**config.mk**
```make
export PLATFORM = sky130hd
export DESIGN_NAME = abs_enc_link
export DESIGN_NICKNAME = d
export VERILOG_FILES = /design/src/rtl/abs_enc_pkg.sv /design/src/rtl/enc_clk_burst.sv /design/src/rtl/enc_start_find.sv /design/src/rtl/enc_frame_walk.sv /design/src/rtl/abs_enc_link.sv
export SDC_FILE = /design/constraint.sdc
export NUM_CORES = 1
export LEC_CHECK = 0
export BUFFER_PORTS_ARGS = -buffer_cell sky130_fd_sc_hd__buf_2
export CORE_AREA = 8 8 136 138
export CTS_CLUSTER_DIAMETER = 100
export CTS_CLUSTER_SIZE = 20
export DETAILED_ROUTE_END_ITERATION = 16
export DIE_AREA = 0 0 144 146
export PLACE_DENSITY = 0.77
export SKIP_CTS_REPAIR_TIMING = 1
export SLEW_MARGIN = 20
export SYNTH_ARGS = -nofsm -noshare
export SYNTH_HDL_FRONTEND = slang
export SYNTH_HIERARCHICAL = 1
export SYNTH_SLANG_ARGS = --single-unit
export TNS_END_PERCENT = 30
```
**constraint.sdc**
```tcl
create_clock -name clk -period 4.6 [get_ports clk]
set_clock_uncertainty 0.15 [all_clocks]
set_input_delay 0.46 -clock clk [delete_from_list [all_inputs] [get_ports clk]]
set_output_delay 0.46 -clock clk [all_outputs]
set_load 0.05 [all_outputs]
```
**src/rtl/abs_enc_pkg.sv**
```systemverilog
package abs_enc_pkg;

    typedef enum logic [1:0] {K_IDLE, K_LOW, K_HIGH} clk_st_e;
    typedef enum logic [2:0] {W_IDLE, W_CDS, W_DATA, W_STAT, W_CRC} walk_st_e;

    // one serial step of the x^6 + x + 1 check, zero seed applied by caller
    function automatic logic [5:0] crc6_step(logic [5:0] c, logic b);
        logic fb;
        fb = b ^ c[5];
        return {c[4:0], 1'b0} ^ (fb ? 6'h03 : 6'h00);
    endfunction

endpackage

```
**src/rtl/enc_clk_burst.sv**
```systemverilog
module enc_clk_burst
    import abs_enc_pkg::*;
#(
    parameter int HALF   = 2,
    parameter int NPULSE = 48,
    parameter int IW     = $clog2(NPULSE + 1)
) (
    input  logic          clk,
    input  logic          rst_n,
    input  logic          start_i,
    output logic          sclk_o,
    output logic          stb_o,
    output logic [IW-1:0] idx_o,
    output logic          last_o
);
    localparam int HW = (HALF > 1) ? $clog2(HALF) : 1;

    typedef struct packed {
        clk_st_e       st;
        logic [HW-1:0] cnt;
        logic [IW-1:0] pls;
        logic          sclk;
        logic          last;
    } burst_t;

    burst_t q, d;

    always_comb begin
        d      = q;
        d.last = 1'b0;
        stb_o  = 1'b0;
        case (q.st)
            K_IDLE: if (start_i) begin
                d.st   = K_LOW;
                d.sclk = 1'b0;
                d.cnt  = '0;
                d.pls  = '0;
            end
            K_LOW: if (q.cnt == HW'(HALF - 1)) begin
                d.st   = K_HIGH;
                d.sclk = 1'b1;
                d.cnt  = '0;
                stb_o  = 1'b1;
            end else begin
                d.cnt = q.cnt + 1'b1;
            end
            K_HIGH: if (q.cnt == HW'(HALF - 1)) begin
                d.cnt = '0;
                if (q.pls == IW'(NPULSE - 1)) begin
                    d.st   = K_IDLE;
                    d.last = 1'b1;
                end else begin
                    d.st   = K_LOW;
                    d.sclk = 1'b0;
                    d.pls  = q.pls + 1'b1;
                end
            end else begin
                d.cnt = q.cnt + 1'b1;
            end
            default: d.st = K_IDLE;
        endcase
    end

    always_ff @(posedge clk or negedge rst_n) begin
        if (!rst_n) begin
            q      <= '0;
            q.st   <= K_IDLE;
            q.sclk <= 1'b1;
        end else begin
            q <= d;
        end
    end

    assign sclk_o = q.sclk;
    assign idx_o  = q.pls;
    assign last_o = q.last;

    // pulse counter never runs past the burst length
    p_pls_bound_r2: assert property (@(posedge clk) disable iff (!rst_n)
        q.pls < IW'(NPULSE));
    // every rising edge of the master clock comes with a capture strobe
    p_rise_strobe_r3: assert property (@(posedge clk) disable iff (!rst_n)
        $rose(sclk_o) |-> $past(stb_o));

endmodule

```
**src/rtl/enc_start_find.sv**
```systemverilog
module enc_start_find #(
    parameter int N    = 48,
    parameter int SKIP = 2,
    parameter int IW   = $clog2(N + 1)
) (
    input  logic [N-1:0]  cap_i,
    output logic          found_o,
    output logic [IW-1:0] idx_o
);
    // trailing-zero style scan: lowest set bit at or above SKIP wins
    always_comb begin
        found_o = 1'b0;
        idx_o   = '0;
        for (int i = N - 1; i >= 0; i--) begin
            if (i >= SKIP && cap_i[i]) begin
                found_o = 1'b1;
                idx_o   = IW'(i);
            end
        end
    end

endmodule

```
**src/rtl/enc_frame_walk.sv**
```systemverilog
module enc_frame_walk
    import abs_enc_pkg::*;
#(
    parameter int N   = 48,
    parameter int DWM = 32,
    parameter int IW  = $clog2(N + 1),
    parameter int BW  = $clog2(DWM + 1)
) (
    input  logic           clk,
    input  logic           rst_n,
    input  logic           start_i,
    input  logic           found_i,
    input  logic [IW-1:0]  sidx_i,
    input  logic [N-1:0]   cap_i,
    input  logic [BW-1:0]  dw_i,
    output logic           done_o,
    output logic [DWM-1:0] pos_o,
    output logic           alarm_o,
    output logic           warn_o,
    output logic           crc_ok_o,
    output logic           ferr_o
);
    localparam int CW = (BW > 3) ? BW : 3;

    typedef struct packed {
        walk_st_e       st;
        logic [IW-1:0]  idx;
        logic [CW-1:0]  cnt;
        logic [DWM-1:0] sh;
        logic [5:0]     crc;
        logic [5:0]     rxc;
        logic           ne;
        logic           nw;
        logic [DWM-1:0] pos;
        logic           alarm;
        logic           warn;
        logic           ok;
        logic           ferr;
        logic           done;
    } walk_t;

    walk_t q, d;
    logic  bit_s;
    logic  bad_dw, fits;

    assign bit_s  = cap_i[q.idx];
    assign bad_dw = (dw_i == '0) || (int'(dw_i) > DWM);
    assign fits   = (int'(sidx_i) + int'(dw_i) + 10) <= N;

    always_comb begin
        d      = q;
        d.done = 1'b0;
        case (q.st)
            W_IDLE: if (start_i) begin
                if (!found_i || bad_dw || !fits) begin
                    d.done = 1'b1;
                    d.ferr = 1'b1;
                    d.ok   = 1'b0;
                end else begin
                    d.st  = W_CDS;
                    d.idx = sidx_i + 1'b1;
                    d.cnt = '0;
                    d.sh  = '0;
                    d.crc = '0;
                    d.rxc = '0;
                end
            end
            W_CDS: begin
                d.idx = q.idx + 1'b1;
                d.st  = W_DATA;
            end
            W_DATA: begin
                d.sh  = {q.sh[DWM-2:0], bit_s};
                d.crc = crc6_step(q.crc, bit_s);
                d.idx = q.idx + 1'b1;
                if (q.cnt == CW'(dw_i) - 1'b1) begin
                    d.cnt = '0;
                    d.st  = W_STAT;
                end else begin
                    d.cnt = q.cnt + 1'b1;
                end
            end
            W_STAT: begin
                d.crc = crc6_step(q.crc, bit_s);
                d.idx = q.idx + 1'b1;
                if (q.cnt == '0) begin
                    d.ne  = bit_s;
                    d.cnt = q.cnt + 1'b1;
                end else begin
                    d.nw  = bit_s;
                    d.cnt = '0;
                    d.st  = W_CRC;
                end
            end
            W_CRC: begin
                d.rxc = {q.rxc[4:0], bit_s};
                d.idx = q.idx + 1'b1;
                if (q.cnt == CW'(5)) begin
                    d.st   = W_IDLE;
                    d.cnt  = '0;
                    d.done = 1'b1;
                    d.ferr = 1'b0;
                    d.ok   = ({q.rxc[4:0], bit_s} == ~q.crc);
                    if ({q.rxc[4:0], bit_s} == ~q.crc) begin
                        d.pos   = q.sh;
                        d.alarm = ~q.ne;
                        d.warn  = ~q.nw;
                    end
                end else begin
                    d.cnt = q.cnt + 1'b1;
                end
            end
            default: d.st = W_IDLE;
        endcase
    end

    always_ff @(posedge clk or negedge rst_n) begin
        if (!rst_n) begin
            q    <= '0;
            q.st <= W_IDLE;
        end else begin
            q <= d;
        end
    end

    assign done_o   = q.done;
    assign pos_o    = q.pos;
    assign alarm_o  = q.alarm;
    assign warn_o   = q.warn;
    assign crc_ok_o = q.ok;
    assign ferr_o   = q.ferr;

    // result strobe lasts one cycle
    p_done_single_r9: assert property (@(posedge clk) disable iff (!rst_n)
        done_o |=> !done_o);
    // an unusable frame leaves the position alone
    p_hold_bad_r8: assert property (@(posedge clk) disable iff (!rst_n)
        (done_o && ferr_o) |-> (pos_o == $past(pos_o)));
    // a CRC failure leaves the position alone
    p_hold_crc_r7: assert property (@(posedge clk) disable iff (!rst_n)
        (done_o && !crc_ok_o) |-> (pos_o == $past(pos_o)));
    // the walker never reads past the captured window
    p_walk_window_r5: assert property (@(posedge clk) disable iff (!rst_n)
        (q.st != W_IDLE) |-> (q.idx < IW'(N)));

endmodule

```
**src/rtl/abs_enc_link.sv**
```systemverilog
module abs_enc_link
    import abs_enc_pkg::*;
#(
    parameter int DW_MAX    = 32,
    parameter int BURST_LEN = 48,
    parameter int HALF_DIV  = 2,
    parameter int ACK_SKIP  = 2
) (
    input  logic                         clk,
    input  logic                         rst_n,
    input  logic                         req_i,
    input  logic [$clog2(DW_MAX+1)-1:0]  data_bits_i,
    input  logic                         enc_data_i,
    output logic                         enc_clk_o,
    output logic                         done_o,
    output logic [DW_MAX-1:0]            pos_o,
    output logic                         alarm_o,
    output logic                         warn_o,
    output logic                         crc_ok_o,
    output logic                         frame_err_o
);
    localparam int IW = $clog2(BURST_LEN + 1);
    localparam int BW = $clog2(DW_MAX + 1);

    typedef struct packed {
        logic                 busy;
        logic [BW-1:0]        dw;
        logic [BURST_LEN-1:0] cap;
    } top_t;

    top_t q, d;

    logic          go, smp_stb, burst_end, found;
    logic [IW-1:0] smp_idx, start_idx;

    assign go = req_i && !q.busy;

    always_comb begin
        d = q;
        if (go) begin
            d.busy = 1'b1;
            d.dw   = data_bits_i;
        end
        if (smp_stb) d.cap[smp_idx] = enc_data_i;
        if (done_o)  d.busy = 1'b0;
    end

    always_ff @(posedge clk or negedge rst_n) begin
        if (!rst_n) q <= '0;
        else        q <= d;
    end

    enc_clk_burst #(.HALF(HALF_DIV), .NPULSE(BURST_LEN), .IW(IW)) u_burst (
        .clk    (clk),
        .rst_n  (rst_n),
        .start_i(go),
        .sclk_o (enc_clk_o),
        .stb_o  (smp_stb),
        .idx_o  (smp_idx),
        .last_o (burst_end)
    );

    enc_start_find #(.N(BURST_LEN), .SKIP(ACK_SKIP), .IW(IW)) u_find (
        .cap_i  (q.cap),
        .found_o(found),
        .idx_o  (start_idx)
    );

    enc_frame_walk #(.N(BURST_LEN), .DWM(DW_MAX), .IW(IW), .BW(BW)) u_walk (
        .clk     (clk),
        .rst_n   (rst_n),
        .start_i (burst_end),
        .found_i (found),
        .sidx_i  (start_idx),
        .cap_i   (q.cap),
        .dw_i    (q.dw),
        .done_o  (done_o),
        .pos_o   (pos_o),
        .alarm_o (alarm_o),
        .warn_o  (warn_o),
        .crc_ok_o(crc_ok_o),
        .ferr_o  (frame_err_o)
    );

    // master clock stays high outside a transaction
    p_clk_quiet_r1: assert property (@(posedge clk) disable iff (!rst_n)
        !q.busy |-> enc_clk_o);
    // captures happen only inside a transaction
    p_strobe_busy_r3: assert property (@(posedge clk) disable iff (!rst_n)
        smp_stb |-> q.busy);
    // latched width cannot change while busy
    p_ignore_req_r2: assert property (@(posedge clk) disable iff (!rst_n)
        q.busy |=> $stable(q.dw));

endmodule

```
# Word level (Yosys, flattened, before mapping)
# Index checks and enable logic that the tools add are counted.
[totals]
output_inout_bits = 38
reg_bits = 163
elab_cells = 233
in_bits = 10
[classes]
n_eq_ne = 20
n_mux = 134
order_cmp = 5
bitwise = 6
n_addsub = 8
reduce_logical = 38
[op_table]
columns = ["cell", "count"]
rows = [
  ["6-bit 2-to-1 mux", 49],
  ["59-bit 2-to-1 mux", 2],
  ["32-bit one-hot mux with 2 select lines", 1],
  ["1-bit 2-to-1 mux", 56],
  ["48-bit bitwise mux", 1],
  ["6-bit one-hot mux with 2 select lines", 3],
  ["32-bit by 5-bit adder with 32-bit output, second input constant", 1],
  ["32-bit by 7-bit less-or-equal comparator with 1-bit output, second input constant", 1],
  ["6-bit by 1-bit adder with 6-bit output, second input constant", 4],
  ["6-bit one-hot mux with 4 select lines", 1],
  ["3-bit AND reduction", 7],
  ["3-bit 2-to-1 mux", 6],
  ["3-bit one-hot mux with 5 select lines", 1],
  ["6-bit by 7-bit < comparator with 1-bit output, second input constant", 2],
  ["7-bit 2-to-1 mux", 2],
  ["2-bit nonzero test", 7],
  ["6-bit equality test", 2],
  ["6-bit logical NOT", 2],
  ["10-bit 2-to-1 mux", 1],
  ["2-bit by 1-bit != test with 1-bit output, second input constant", 5],
  ["2-bit != test, second input constant", 5],
  ["5-bit one-hot mux with 2 select lines", 1],
  ["5-bit AND reduction", 2],
  ["8-bit 2-to-1 mux", 1],
  ["34 further kinds", 48],
]

# Logic depth before layout (Yosys ltp)
# Gate-level depths: netlist (run 1).
[logic_depth]
ltp_word = 54
depth_mapped = 19
ltp_nobuf = 18

# By module
# The synthesis (run 1) kept the hierarchy.
[by_module_without_submodules]
columns = ["module", "n_inst", "seq_area_each_um2", "area_each_um2", "cells_each"]
rows = [
  ["enc_frame_walk", 1, 2427.3, 5654.2, 502],
  ["abs_enc_link", 1, 1376.3, 2565.0, 195],
  ["enc_clk_burst", 1, 276.5, 713.2, 71],
  ["enc_start_find", 1, 0.0, 610.6, 102],
]

# Least setup slack after synthesis (run 1)
# No wires, ideal clock.
[synth_timing]
path_kind = "reg-to-reg"
start = "reg q[43] (netlist name)"
end = "reg u_walk/q[45] in the netlist's numbering"
path_buffers = 1
stages_incl_launch_ff = 16
t_arrival_ns = 3.891
path_slack_ns = 0.438
t_required_ns = 4.329
synth_period_minus_slack_ns = 4.162
setup_ns = 0.121
cell_sequence = "dfrtp_1 -> or4_1 -> o21ai_1 -> a21bo_1 -> a21oi_1 -> nor2_1 -> ha_1 -> ha_1 -> a21o_1 -> a21oi_1 -> mux2_2 -> o31a_1 -> nor2_1 -> clkbuf_1 -> a21oi_1 -> a22o_1"
[synth_rtl]
columns = ["element", "line", "source"]
rows = [
  ["to (decl)", "enc_frame_walk.sv:42", "walk_t q, d;"],
]

==> results_dict.tcl, run 1 <==
set metrics [dict create \
    mostFrequentLayoutCell "dfrtp_1" \
    switchingPower_mw 0.951 \
    status "finished, violations left" \
    clkPwrFrac 0.409 \
    synth_xor_area_frac 0.0198 \
    syn2layout_area_growth_pct 8.92 \
    swShare 0.274 \
    crit_path_start_kind "flip-flop" \
    netlist_area_um2 9540 \
    synth_compound_area_frac 0.123 \
    drtPass1Iterations 5 \
    ir_drop_uv 275 \
    critPathArrivalTime_ps 4570 \
    syn_avg_cell_area_um2 11.0 \
    power_leakage_nw 4.81 \
    vias 6809 \
    cpPeakStageDelay_ps 560 \
    hold_viol_final 6 \
    post_dp_cell_area_um2 9660 \
    grtUsageMet1 0.267 \
    die_w_um 144 \
    seqPwrFrac 0.450 \
    drive_gt1_frac 0.266 \
    crit_start "q[10]$_DFFE_PN0P_" \
    violations "negative hold slack" \
    cts_sinks 163 \
    nets 908 \
    fill_cells 1254 \
    cts_root_buffer "clkbuf_16" \
    critical_path_class "reg2reg" \
    drv_slew 0 \
    cts_tree "done" \
    synthSimpleGateAreaFrac 0.168 \
    stdcell_area_um2 10400 \
    grt_util_met2 0.308 \
    clkTransAtPathRegs_ps 70 \
    final_cell_mix "dfrtp_1 (159), nor2_1 (60), nand2_1 (59)" \
    hold_ws_ps -18.8 \
    grt-busiest-layer "met2" \
    power_density_nw_per_um2 333 \
    synth_nets 903 \
    dp_hpwl_mm 13.9 \
    timing.rr.start "q[10]$_DFFE_PN0P_" \
    fin_util 0.638 \
    yosys_warnings 6 \
    yosys.area_share.adder 0.0309 \
    htree_levels 4 \
    cts_buffers 17 \
    synth_top_family_by_area "simple AND/OR/NAND/NOR gates" \
    drt_iter0_drc 486 \
    cp-end-kind "flip-flop" \
    pin_count 48 \
    grt_pass1_vias 6529 \
    cp_data_required_time_ps 4760 \
    worstMarginPinSlew_ps 892 \
    comb_power_share 0.140 \
    wire_per_inst_um 18.3 \
    synth-async-reset-ratio 1.00 \
    die_h_um 146 \
    grt_pass1_wl_mm 33.7 \
    cap_viol_max_count 0 \
    viasPerCell 6.15 \
    cpMostUsedCell "ha_1" \
    grt_max_degree 99 \
    grt_overflow 0 \
    synth_edf_count 0 \
    wl_mm 20.3 \
    critPathSlowestCell "or4_4" \
    ys_seq_area_frac 0.428 \
    period_share 0.958 \
    start_util 0.586 \
    synth_cells 870 \
    rows 47 \
    synth_seq_cells 163 \
    setup_viol 0 \
    antenna_found_initial 0 \
    clock_path_buffers 2 \
    timing.fmax_ghz 0.227 \
    port_buffers 47 \
    grtUsageTotal 0.198 \
    crit_chain "or4_4, nor4b_4, nand3_2, nor4_4, ha_1, ha_1, inv_1, and3_1, mux2_2, o31a_1, nor2_1, o21ai_0, buf_4, a311o_1" \
    n_antenna_cell 0 \
    die-area_um2 21000 \
    use_met3 0.0377 \
    finalCriticalPeriod_ps 4410 \
    ys_types 91 \
    clk_latency_ps 420 \
    place_congestion 0.899 \
    slew_headroom 0.390 \
    fp.coreArea_um2 16300 \
    synth_mux_area_frac 0.158 \
    ant_nets 0 \
    intPower_mw 2.51 \
    worstPathMaxFanout 11 \
    synth_ff_type "dfrtp_1" \
    drc 0 \
    hold_path_class "in2async" \
]
## synth_stat cells, types with 13 or more instances
library cell,count,area [um^2]
clkbuf_1,30,113
a22o_1,43,377
o21ai_0,18,90.1
mux2_4,28,420
ha_1,22,275
mux2_2,50,563
inv_1,35,131
nand2_1,61,229
dfrtp_1,162,4050
mux2_1,17,191
nor2_1,63,236
xnor2_1,13,114
buf_4,41,308
nor3_1,24,120
nor4_1,18,113
a21oi_1,24,120
nand3_1,19,95.1
## power groups by stage
stage / Clock, mW / Combinational (mW) / Sequential, mW
floorplan: 0 / 0.363 / 1.56
global placement: 0 / 0.450 / 1.58
CTS: 1.45 / 0.466 / 1.56
finish: 1.42 / 0.486 / 1.56
global route: 1.51 / 0.535 / 1.57
detailed placement: 0 / 0.464 / 1.58
## cell families (layout without fill, tap and decap cells)
kind of cell | after synthesis | count (layout)
xor gates and xnor gates | 20 | 20
adders and majority gates | 23 | 23
buffers and inverters | 118 | 135
DFF | 163 | 163
muxes | 113 | 113
and+or+nand+nor | 275 | 275
AOI/OAI and AO/OA | 158 | 158
## worst max-delay path, delay by kind of cell (launching register included)
family	cells	cell delay (ps)
and+or+nand+nor	6	1730
AOI/OAI and AO/OA	3	720
adders and majority gates	2	640
DFF	1	450
buffers and inverters	2	310
muxes	1	280
## registers in the layout (all words and copies together), names as in the netlist
name             cells
u_walk/crc_ok_o      1
u_walk/warn_o        1
u_walk/alarm_o       1
q                   55
u_burst/q            3
u_walk/done_o        1
u_burst/idx_o        6
u_burst/sclk_o       1
u_walk/q            60
u_walk/ferr_o        1
u_walk/pos_o        32
u_burst/last_o       1
## stage by stage
step                TNS, ps  hold WS (ps)  setup WS [ps]  power (mW)  std cells
CTS                   -49.4          16.0          -46.0        3.47       1104
finish                    0         -18.8            191        3.47       1107
global route          -13.7          52.7          -7.66        3.61       1107
global placement          0           267            150        2.03       1073
floorplan                 0          14.4            438        1.92        870
detailed placement    -22.3           271          -22.3        2.05       1073
## layout make-up
cell class	count	area (um^2)	area share
clock buffers	19	443	0.0426
clock inverters	12	149	0.0143
inverters	35	131	0.0126
multi-input cells	589	4890	0.471
flip-flops and latches	163	4080	0.393
well taps	220	275	0.0265
repair buffers	69	419	0.0403
## per-layer routing
layer | wire length, um | part of all wire
met4 | 410 | 0.020
met1 | 9150 | 0.45
met5 | 0 | 0
met3 | 985 | 0.049
met2 | 9760 | 0.48
## worst paths after layout
check / slack, ps / endpoint / cells past startpoint
hold reg to reg: 280 / q[54]$_DFFE_PN0P_ / 1
max in group asynchronous: 3230 / q[49]$_DFFE_PN0P_ / 2
setup reg to reg: 190 / u_walk/q[88]$_DFFE_PN0P_ / 14
hold / removal: -20 / u_walk/pos_o[20]$_DFFE_PN0P_ / 1
min in group clk: 120 / q[49]$_DFFE_PN0P_ / 2
setup / recovery: 190 / u_walk/q[88]$_DFFE_PN0P_ / 14
(Power assumes the default switching activity.)
==> run 2: changes to the inputs <==
CORE_AREA = 8 8 151 124   (was 8 8 136 138)
DIE_AREA = 0 0 159 132   (was 0 0 144 146)
==> results_dict.tcl, run 2 (same netlist as run 1, synthesis figures left out) <==
set metrics [dict create \
    clkTransAtPathRegs_ps 70 \
    antenna_found_initial 1 \
    grtUsageTotal 0.205 \
    hold_viol_final 44 \
    pre_cts_slack_ps -196 \
    wire_per_inst_um 18.9 \
    grt_max_degree 98 \
    largest_register_ffs 60 \
    grt_pass1_wl_mm 35.7 \
    die_w_um 159 \
    regMostFlops "u_walk/q" \
    fp.coreArea_um2 16300 \
    timing.fmax_ghz 0.226 \
    place_inst 1105 \
    n_antenna_cell 0 \
    critical_path_class "reg2reg" \
    cts_tree "done" \
    rows 42 \
    cts_buffers 17 \
    final_cell_mix "dfrtp_1 (161), nor2_1 (62), nand2_1 (61)" \
    worst_slack_ps 173 \
    cap_viol_max_count 0 \
    htree_levels 4 \
    place_congestion 0.876 \
    clk_latency_ps 430 \
    vias 6898 \
    drtPass1Iterations 6 \
    syn2layout_area_growth_pct 10.8 \
    crit_path_start_kind "flip-flop" \
    cp_data_required_time_ps 4770 \
    power_leakage_nw 4.97 \
    pin_count 48 \
    nets 937 \
    ant_nets 0 \
    mostFrequentLayoutCell "dfrtp_1" \
    worstMarginPinSlew_ps 919 \
    slew_headroom 0.372 \
    critPathArrivalTime_ps 4600 \
    instances_no_fill 1137 \
    drt_iter0_drc 686 \
    worstPathMaxFanout 33 \
    hold_ws_ps -49.6 \
    clock_path_buffers 2 \
    start_util 0.586 \
    cts_root_buffer "clkbuf_16" \
    status "finished, violations left" \
    wl_mm 21.5 \
    grt_pass1_vias 6793 \
    ir_drop_uv 331 \
    drive_gt1_frac 0.285 \
    grtUsageMet1 0.292 \
    grt_overflow 0 \
    dp_hpwl_mm 14.8 \
    stdcell_area_um2 10600 \
    power_density_nw_per_um2 331 \
    grt-busiest-layer "met2" \
    period_share 0.962 \
    port_buffers 47 \
    violations "negative hold slack" \
    cp-end-kind "flip-flop" \
    setup_viol 0 \
    post_dp_cell_area_um2 9900 \
    die_h_um 132 \
    finalCriticalPeriod_ps 4430 \
    grt_util_met2 0.309 \
    drc 0 \
    die-area_um2 21000 \
    cts_sinks 163 \
    drv_slew 0 \
    use_met3 0.0534 \
    viasPerCell 6.07 \
    hold_path_class "in2async" \
]
==> run 2: changes by cell type in the layout (fill, tap and decap cells not counted), moves of 2 or more <==
cell        before  now
nand2_1         59   61
a2111oi_4        2    0
nor2_2           3    1
dfrtp_2          3    1
dfrtp_1        159  161
clkinv_8         0    4
nor2_1          60   62
nand2_2          2    0
nor4_2           2    4
clkinvlp_4       3    0
buf_4           21   50
==> run 2: power breakdown <==
part,total (mW),switching (mW),internal [mW]
combinational,0.497,0.278,0.218
sequential,1.55,0.0726,1.48
clock,1.45,0.658,0.796
total,3.50,1.01,2.49
==> run 2: layer usage <==
metal	up-vias	part of all wire
li1	3225	-
met3	16	0.069
met4	2	0.0073
met2	231	0.45
met5	-	0.00037
met1	3424	0.47
==> run 2: cell type report <==
| type | instances | area [um^2] |
|---|---|---|
| Fill cell | 1235 | 5720 |
| Multi-Input combinational cell | 589 | 4830 |
| Sequential cell | 163 | 4080 |
| Timing Repair Buffer | 98 | 637 |
| Clock buffer | 18 | 439 |
| Tap cell | 220 | 275 |
| Clock inverter | 14 | 181 |
| Inverter | 35 | 131 |
==> run 2: metrics by stage <==
stage | setup TNS [ps] | utilization | total power, mW | hold slack [ps]
after CTS | -1840 | 0.646 | 3.52 | -14.4
after detailed placement | -1160 | 0.608 | 2.07 | 286
final | 0 | 0.649 | 3.50 | -49.6
after floorplan | 0 | - | 1.92 | 14.4
after global routing | -162 | 0.649 | 3.64 | 19.4
after global placement | -58.6 | 0.608 | 2.05 | 272
==> run 2: critical path, cell delays in order, from the launching register on <==
cell,delay (ps)
dfrtp_1,400
nand2b_1,160
a221oi_1,390
o211ai_1,160
o2111a_1,290
o21ai_1,250
ha_1,200
ha_1,160
inv_1,60
fa_1,370
nand2b_1,200
nand2_1,70
a2111oi_0,90
buf_4,160
o31a_1,310
nor2_1,180
buf_4,220
o21ai_2,80
buf_12,190
a22o_1,200
==> run 2: final timing paths <==
check,to,cells past startpoint,slack (ps),start
worst max-delay path,u_walk/q[70]$_DFFE_PN0P_,19,170,q[46]$_DFFE_PN0P_
worst min-delay path,u_burst/idx_o[0]$_DFFE_PN0P_,1,-50,rst_n
worst max register to register,u_walk/q[70]$_DFFE_PN0P_,19,170,q[46]$_DFFE_PN0P_
worst min register to register,q[54]$_DFFE_PN0P_,1,290,u_walk/done_o$_DFF_PN0_
max in group asynchronous,u_walk/q[40]$_DFFE_PN0P_,2,3360,rst_n
min in group clk,q[48]$_DFFE_PN0P_,2,110,data_bits_i[0]
==> run 3: changes to the inputs <==
MAX_ROUTING_LAYER = met4   (was not set)
==> results_dict.tcl, run 3 (same netlist as run 1, synthesis figures left out) <==
set metrics [dict create \
    status "finished, violations left" \
    grt_max_degree 98 \
    regMostFlops "u_walk/q" \
    ant_nets 0 \
    clkTransAtPathRegs_ps 70 \
    vias 6870 \
    violations "negative hold slack" \
    die_w_um 159 \
    htree_levels 4 \
    viasPerCell 6.04 \
    rows 42 \
    critical_path_class "reg2reg" \
    die-area_um2 21000 \
    r2r_setup_slack_ps 180 \
    place_congestion 0.890 \
    start_util 0.586 \
    mostFrequentLayoutCell "dfrtp_1" \
    worstPathMaxFanout 33 \
    wl_mm 21.5 \
    cts_sinks 163 \
    slew_headroom 0.358 \
    drv_slew 0 \
    critPathArrivalTime_ps 4590 \
    worst_slack_ps 177 \
    instances_no_fill 1138 \
    crit_path_start_kind "flip-flop" \
    period_share 0.961 \
    cp_data_required_time_ps 4770 \
    grtUsageTotal 0.212 \
    cts_tree "done" \
    grt_pass1_vias 6790 \
    port_buffers 47 \
    ir_drop_uv 331 \
    clk_latency_ps 430 \
    timing.rr.start "q[46]$_DFFE_PN0P_" \
    hold_viol_final 47 \
    worstMarginPinSlew_ps 939 \
    antenna_found_initial 1 \
    p_total_mw 3.51 \
    final_cell_mix "dfrtp_1 (161), nor2_1 (62), nand2_1 (61)" \
    setup-tns-final_ps 0 \
    drive_gt1_frac 0.285 \
    grt_overflow 0 \
    power_leakage_nw 4.97 \
    cp-end-kind "flip-flop" \
    cts_buffers 17 \
    power_density_nw_per_um2 331 \
    pin_count 48 \
    timing.fmax_ghz 0.226 \
    nets 937 \
    drt_iter0_drc 623 \
    place_inst 1105 \
    reg2reg_depth 19 \
    setup_viol 0 \
    syn2layout_area_growth_pct 10.8 \
    dp_hpwl_mm 14.8 \
    die_h_um 132 \
    grt_pass1_wl_mm 35.7 \
    fin_util 0.649 \
    fp.coreArea_um2 16300 \
    cap_viol_max_count 0 \
    wire_per_inst_um 18.9 \
    pre_cts_slack_ps -196 \
    drtPass1Iterations 6 \
    cts_root_buffer "clkbuf_16" \
    drc 0 \
    finalCriticalPeriod_ps 4420 \
    largest_register_ffs 60 \
    rr_endpoint "u_walk/q[70]$_DFFE_PN0P_" \
    hold_path_class "in2async" \
    clock_path_buffers 2 \
    hold_ws_ps -40.6 \
]
run 3: changes by cell type in the layout (fill, tap and decap cells not counted), sizes merged:
| cell | delta |
|---|---|
| diode | +1 |
run 3: cell type report:
cell class                 instances  area [um^2]
antenna                            1         2.50
clock buffer                      18          439
clock inverter                    14          181
fill                            1234         5720
inverter                          35          131
multi-input combinational        589         4830
sequential                       163         4080
tap                              220          275
timing repair buffer              98          637
run 3: worst max-delay path by stage:
stage | startpoint | to | depth (start not counted)
after detailed placement | q[32]$_DFFE_PN0P_ | u_walk/q[41]$_DFFE_PN0P_ | 18
after CTS | q[35]$_DFFE_PN0P_ | u_walk/q[41]$_DFFE_PN0P_ | 18
after global routing | q[38]$_DFFE_PN0P_ | u_walk/q[70]$_DFFE_PN0P_ | 19
after floorplan | q[43]$_DFFE_PN0P_ | u_walk/q[45]$_DFFE_PN0P_ | 15
after global placement | q[32]$_DFFE_PN0P_ | u_walk/q[42]$_DFFE_PN0P_ | 18
final | q[46]$_DFFE_PN0P_ | u_walk/q[70]$_DFFE_PN0P_ | 19
run 3: power by group:
group	internal (mW)	total, mW	switching (mW)
clock network	0.796	1.46	0.660
registers	1.48	1.55	0.0726
logic	0.218	0.497	0.278
run 3: metrics by stage:
stage,hold slack (ps),area [um^2]
2_1_floorplan,14.4,9540
5_1_grt,19.4,10600
6_report,-40.6,10600
3_3_place_gp,272,9900
4_1_cts,-14.4,10500
3_5_place_dp,286,9900
run 3: worst max-delay path, cell delays in order, from the launching register on:
cell       delay [ps]
dfrtp_1           410
nand2b_1          160
a221oi_1          360
o211ai_1          160
o2111a_1          290
o21ai_1           270
ha_1              210
ha_1              160
inv_1              60
fa_1              380
nand2b_1          200
nand2_1            70
a2111oi_0          90
buf_4             160
o31a_1            310
nor2_1            180
buf_4             220
o21ai_2            80
buf_12            190
a22o_1            200
run 3: per-layer routing:
layer | vias to the layer above | global-route usage | wire (um)
li1 | 3224 | - | -
met1 | 3380 | 0.295 | 10100
met2 | 250 | 0.308 | 9710
met3 | 16 | 0.0515 | 1540
met4 | 0 | 0.0465 | 164
met5 | - | - | 0
